### config.mk
export PLATFORM = sky130hd
export DESIGN_NAME = irq_nest_ctrl
export DESIGN_NICKNAME = d
export VERILOG_FILES = /design/src/rtl/irq_pkg.sv /design/src/rtl/irq_first_set.sv /design/src/rtl/irq_pend_bank.sv /design/src/rtl/irq_nest_ctrl.sv
export SDC_FILE = /design/constraint.sdc
export NUM_CORES = 1
export LEC_CHECK = 0
export BUFFER_PORTS_ARGS = -buffer_cell sky130_fd_sc_hd__buf_2
export CAP_MARGIN = 20
export CELL_PAD_IN_SITES_DETAIL_PLACEMENT = 0
export CELL_PAD_IN_SITES_GLOBAL_PLACEMENT = 1
export CORE_AREA = 10 10 93 95
export DETAILED_ROUTE_END_ITERATION = 12
export DIE_AREA = 0 0 103 105
export PLACE_DENSITY_LB_ADDON = 0.1
export SLEW_MARGIN = 5
export SYNTH_ARGS = -nofsm -noshare
export SYNTH_HDL_FRONTEND = slang
export SYNTH_SLANG_ARGS = --single-unit
### constraint.sdc
create_clock -name clk_i -period 5.7 [get_ports clk_i]
set_clock_uncertainty 0.05 [all_clocks]
set_input_delay 1.14 -clock clk_i [delete_from_list [all_inputs] [get_ports clk_i]]
set_output_delay 1.14 -clock clk_i [all_outputs]
set_load 0.1 [all_outputs]
### src/rtl/irq_pkg.sv
package irq_pkg;
  localparam int DATA_W = 32;
  localparam int BASE_W = 3;
  localparam int NUM_W  = 5;
  localparam int VEC_W  = BASE_W + NUM_W;

  typedef enum logic [1:0] {
    REG_PEND = 2'd0,
    REG_MASK = 2'd1,
    REG_ISR  = 2'd2,
    REG_CFG  = 2'd3
  } irq_reg_e;
endpackage

### src/rtl/irq_first_set.sv
module irq_first_set #(
  parameter int W = 8
) (
  input  logic [W-1:0]            req_i,
  output logic                    found_o,
  output logic [irq_pkg::NUM_W-1:0] idx_o
);
  always_comb begin
    found_o = 1'b0;
    idx_o   = '0;
    for (int i = W - 1; i >= 0; i--) begin
      if (req_i[i]) begin
        found_o = 1'b1;
        idx_o   = irq_pkg::NUM_W'(i);
      end
    end
  end
endmodule

### src/rtl/irq_pend_bank.sv
module irq_pend_bank #(
  parameter int          N_SRC     = 8,
  parameter logic [31:0] LEVEL_MAP = 32'h0000_01E0
) (
  input  logic             clk_i,
  input  logic             rst_ni,
  input  logic [N_SRC-1:0] src_i,
  input  logic [N_SRC-1:0] ack_clr_i,
  output logic [N_SRC-1:0] pend_o
);
  logic [N_SRC-1:0] pend_q;

  for (genvar k = 0; k < N_SRC; k++) begin : g_src
    if (LEVEL_MAP[k+1]) begin : g_level
      logic unused_clr;
      assign unused_clr = ack_clr_i[k];
      always_ff @(posedge clk_i or negedge rst_ni) begin
        if (!rst_ni) pend_q[k] <= 1'b0;
        else         pend_q[k] <= src_i[k];
      end
      p_level_follow_r3: assert property (@(posedge clk_i) disable iff (!rst_ni)
        1'b1 |=> pend_q[k] == $past(src_i[k]));
    end else begin : g_edge
      // new event wins over acknowledge clear
      always_ff @(posedge clk_i or negedge rst_ni) begin
        if (!rst_ni) pend_q[k] <= 1'b0;
        else         pend_q[k] <= src_i[k] | (pend_q[k] & ~ack_clr_i[k]);
      end
      p_edge_capture_r2: assert property (@(posedge clk_i) disable iff (!rst_ni)
        src_i[k] |=> pend_q[k]);
      p_edge_hold_r2: assert property (@(posedge clk_i) disable iff (!rst_ni)
        (pend_q[k] && !ack_clr_i[k]) |=> pend_q[k]);
    end
  end

  assign pend_o = pend_q;
endmodule

### src/rtl/irq_nest_ctrl.sv
module irq_nest_ctrl
  import irq_pkg::*;
#(
  parameter int          N_SRC     = 8,
  parameter logic [31:0] LEVEL_MAP = 32'h0000_01E0
) (
  input  logic              clk_i,
  input  logic              rst_ni,
  input  logic [N_SRC-1:0]  src_i,
  input  logic              ack_i,
  output logic              irq_o,
  output logic [VEC_W-1:0]  vec_o,
  input  logic              reg_we_i,
  input  logic [1:0]        reg_addr_i,
  input  logic [DATA_W-1:0] reg_wdata_i,
  output logic [DATA_W-1:0] reg_rdata_o
);
  localparam logic [DATA_W-1:0] VALID_BITS =
    ((DATA_W'(1) << (N_SRC + 1)) - DATA_W'(1)) & ~DATA_W'(1);

  logic [N_SRC-1:0]  pend, mask_q, isr_q, ack_set, sw_clr;
  logic [BASE_W-1:0] base_q;
  logic              win_found, isr_found, eligible;
  logic [NUM_W-1:0]  win_idx, isr_idx, src_num;
  logic              wr_mask, wr_isr, wr_cfg;
  logic              unused_wdata;

  assign unused_wdata = ^reg_wdata_i;
  assign wr_mask = reg_we_i && (reg_addr_i == REG_MASK);
  assign wr_isr  = reg_we_i && (reg_addr_i == REG_ISR);
  assign wr_cfg  = reg_we_i && (reg_addr_i == REG_CFG);
  assign sw_clr  = wr_isr ? reg_wdata_i[N_SRC:1] : '0;

  irq_first_set #(.W(N_SRC)) u_win (
    .req_i(pend & mask_q), .found_o(win_found), .idx_o(win_idx)
  );
  irq_first_set #(.W(N_SRC)) u_top_isr (
    .req_i(isr_q), .found_o(isr_found), .idx_o(isr_idx)
  );

  // a winner must outrank the highest in-service source
  assign eligible = win_found && (!isr_found || (win_idx < isr_idx));
  assign src_num  = eligible ? (win_idx + NUM_W'(1)) : '0;
  assign irq_o    = eligible;
  assign vec_o    = {base_q, src_num};
  assign ack_set  = (ack_i && eligible) ? (N_SRC'(1) << win_idx) : '0;

  irq_pend_bank #(.N_SRC(N_SRC), .LEVEL_MAP(LEVEL_MAP)) u_pend (
    .clk_i(clk_i), .rst_ni(rst_ni), .src_i(src_i),
    .ack_clr_i(ack_set), .pend_o(pend)
  );

  always_ff @(posedge clk_i or negedge rst_ni) begin
    if (!rst_ni) begin
      mask_q <= '0;
      isr_q  <= '0;
      base_q <= '0;
    end else begin
      if (wr_mask) mask_q <= reg_wdata_i[N_SRC:1];
      if (wr_cfg)  base_q <= reg_wdata_i[BASE_W-1:0];
      isr_q <= (isr_q & ~sw_clr) | ack_set;
    end
  end

  always_comb begin
    unique case (reg_addr_i)
      REG_PEND: reg_rdata_o = DATA_W'({pend, 1'b0});
      REG_MASK: reg_rdata_o = DATA_W'({mask_q, 1'b0});
      REG_ISR:  reg_rdata_o = DATA_W'({isr_q, 1'b0});
      default:  reg_rdata_o = DATA_W'(base_q);
    endcase
  end

  // checker-side decode of the vector
  logic [NUM_W-1:0]  chk_num;
  logic [N_SRC-1:0]  chk_onehot;
  logic [DATA_W-1:0] chk_above;
  assign chk_num    = vec_o[NUM_W-1:0];
  assign chk_onehot = (chk_num != '0) ? (N_SRC'(1) << (chk_num - NUM_W'(1))) : '0;
  assign chk_above  = (DATA_W'(1) << chk_num) - DATA_W'(1);

  p_irq_has_src_r5: assert property (@(posedge clk_i) disable iff (!rst_ni)
    irq_o |-> (chk_num != '0) && (chk_num <= NUM_W'(N_SRC)));
  p_nest_gate_r6: assert property (@(posedge clk_i) disable iff (!rst_ni)
    irq_o |-> (DATA_W'(isr_q) & chk_above) == '0);
  p_ack_sets_isr_r7: assert property (@(posedge clk_i) disable iff (!rst_ni)
    (ack_i && chk_num != '0) |=> (isr_q & $past(chk_onehot)) != '0);
  p_err_no_isr_r8: assert property (@(posedge clk_i) disable iff (!rst_ni)
    (ack_i && chk_num == '0) |=> (isr_q & ~$past(isr_q)) == '0);
  p_w1c_r9: assert property (@(posedge clk_i) disable iff (!rst_ni)
    (wr_isr && !ack_i) |=> (isr_q & $past(reg_wdata_i[N_SRC:1])) == '0);
  p_no_sw_set_r9: assert property (@(posedge clk_i) disable iff (!rst_ni)
    !ack_i |=> (isr_q & ~$past(isr_q)) == '0);
  p_unused_zero_r10: assert property (@(posedge clk_i) disable iff (!rst_ni)
    (reg_addr_i != REG_CFG) |-> (reg_rdata_o & ~VALID_BITS) == '0);
endmodule

==> impl_metrics.csv <==
group,metric,value,unit
critical_path,worstPathRequired,4.51,ns
clock_network,cts_tree,"built",
worst_hold_path,hold_start,"base_q[0]",
die,start_util,27.4,%
drt,drc,0,
die,dieArea,10800,um2
drt,routed_wl,5.32,mm
placement,io_buffer_count,39,
placement,routabilityCongestion,0.754,
global_routing,antenna_found_initial,0,
sta,min_period,4.33,ns
critical_path,path_cells,"a22oi_2, nand3_1, nor2_4, ha_1, a211oi_1, o21a_1, a21oi_4, a41oi_2, buf_2",
yosys,synth_edf_count,0,
placement,place.detailed.hpwl,4.23,mm
sta,period_share,75.9,%
clock_network,cts_buffer_depth,2,
die,ios,87,
finish,final_cell_mix,"buf_2, nand2_1, dfrtp_1",
outcome,status,"completed",
critical_path,crit_path_end_kind,"output port",
clock_network,numCtsBuffers,3,
die,fp.dieW,103,um
sta,setup_violations,0,
yosys,yosysSeqAreaShare,36.5,%
critical_path,path_delay_family,"compound AO/OA/AOI/OAI gates",
finish,final_common_cell,"buf_2",
global_routing,grtUsageTotal,9.93,%
yosys,syn-cell-area,1850,um2
yosys,synthFlopType,"dfrtp_1",
yosys,async_reset_ff_share,100,%
pwr,power,1210,uW
yosys,synth-seq-cells,27,
drt,drtIter0Drc,66,
sta,slew_viol_final,0,
clock_network,clock_latency,0.28,ns
sta,fmax,231,MHz
run,maxCapViolCount,0,
pwr,p_leak,0.000949,uW
sta,tightest_slew,0.636,ns
drt,first_pass_iters,4,
finish,final_layout_size_suffix_gt1_share,32.7,%
drt,wire_per_inst,17.4,um
critical_path,worstPathArrival,3.14,ns
critical_path,worst-path-buf-inv,1,
yosys,avgSynthCellArea,9.78,um2
clock_network,cts-htree-levels,1,
global_routing,grt-ovfl-total,0,
clock_network,cts_setup_buffers,0,
pwr,pwr_density_cell,581,nW/um2
drt,num_vias,1443,
worst_hold_path,hold_path.class,"flop to flop",
global_routing,grt_max_degree,28,
sta,rsz0062_at_grt,"false",
yosys,yosysWarnings,0,
critical_path,r2r_cells,8,
critical_path,rrSetupSlack,3.13,ns
finish,postLayoutCellArea,2080,um2
clock_network,ctsHoldBuffers,0,
sta,max-slew-margin-rel,57.6,%
worst_hold_path,min_to,"base_q[0]",
critical_path,r2r_start,"u_pend.pend_o[0]",
sta,hold_ws,0.490,ns
placement,place_area,2030,um2
yosys,synth_cell_types,45,
clock_network,cts_resized,0,
global_routing,grt_pass1_vias,1580,
critical_path,crit_type,"flop to output port",
critical_path,cp_max_fo,15,
worst_hold_path,hold_path_depth,1,
finish,final_nets,281,
drt,drtAntennaViolNets,0,
clock_network,cts_root_buffer,"clkbuf_8",
critical_path,slowest_stage,"buf_2",
pwr,ir_worst_vdd,456,uV
sta,hold_viol,0,
sta,final.setup.tns,0,ns
finish,final-instance-count-excl-fill,306,
critical_path,startpoint_type,"flop",
finish,n_antenna_cell,0,
die,core_area,6760,um2
finish,area_delta_synth_final,12.4,%
critical_path,r2r-end,"isr_q[7]",
placement,dp.cells,302,
die,die_y,105,um
drt,vias_per_cell,4.72,
clock_network,numClockSinks,27,
clock_network,clk_pin_slew_worst_paths,0.11,ns
global_routing,grt_first_pass_wirelength,8.46,mm
critical_path,cpPeakStageDelay,0.46,ns
yosys,netlist_instances,189,
die,rows,30,
==> per-layer routing <==
| layer | track usage (%) | up-vias | share of wire [%] |
|---|---|---|---|
| li1 | - | 689 | - |
| met1 | 12.5 | 710 | 45 |
| met2 | 16.7 | 41 | 49 |
| met3 | 2.24 | 3 | 5.9 |
| met4 | 2.09 | 0 | 0.39 |
| met5 | 0 | - | 0 |
==> area by class of cell <==
cell class                      count  area [um2]
Inverter                            5        21.3
Timing Repair Buffer               39         195
Clock inverter                      1        7.51
Tap cell                           80         100
Fill cell                         729        4680
Sequential cell                    27         676
Clock buffer                        3        41.3
Multi-Input combinational cell    151        1040
==> cell families (layout without fill, tap and decap cells) <==
| logic type | after synthesis | after routing | synth area share (%) |
|---|---|---|---|
| simple gates | 64 | 64 | 16.2 |
| compound gates | 36 | 36 | 16.7 |
| buf+inv | 34 | 48 | 12.4 |
| flops | 27 | 27 | 36.5 |
| mux | 19 | 19 | 12.6 |
| fa+ha+maj | 8 | 8 | 5.41 |
| other cells | 1 | 24 | 0.203 |
==> power breakdown <==
part / internal, uW / leakage (uW) / switching (uW)
Sequential: 235 / 0.000316 / 63.5
Combinational: 176 / 0.000611 / 614
Clock: 49.8 / 0.0000217 / 68.8
==> flip-flops by register name, indices dropped and copies added (netlist names) <==
register	count
base_q	3
mask_q	8
isr_q	8
u_pend.pend_o	8
==> through the flow <==
step,util [%],setup WS (ns)
2_1_floorplan,-,0.950
3_3_place_gp,30.0,1.65
3_5_place_dp,30.0,1.66
4_1_cts,30.8,1.31
5_1_grt,30.8,1.09
6_report,30.8,1.37
==> cells in the mapped netlist (2+ instances only) <==
cell type  instances  area, um2
clkbuf_1           3       11.3
nor2b_1            2       12.5
o21ai_0            7       35.0
nand3_1           11       55.1
o21a_1             2       15.0
nand2b_1           2       12.5
dfrtp_1           27        676
nand2_1           33        124
inv_1              3       11.3
mux2i_1            6       60.1
buf_4             24        180
and2_1             2       12.5
nor2_1             6       22.5
and3_1             2       12.5
mux2_2            11        124
a21oi_1            3       15.0
o21ai_2            7       61.3
ha_1               8        100
a32o_1             2       20.0
a21bo_2            3       30.0
==> worst max path at each step <==
| stage | start | endpoint | slack (ns) | depth (start not counted) |
|---|---|---|---|---|
| after global routing | u_pend.pend_o[0] | irq_o | 1.09 | 9 |
| final | u_pend.pend_o[0] | irq_o | 1.37 | 9 |
| after global placement | u_pend.pend_o[0] | irq_o | 1.65 | 9 |
| after detailed placement | u_pend.pend_o[0] | irq_o | 1.66 | 9 |
| after floorplan | reg_addr_i[0] | reg_rdata_o[3] | 0.95 | 3 |
| after CTS | u_pend.pend_o[0] | irq_o | 1.31 | 9 |
Power figures use the tool's default switching activity.
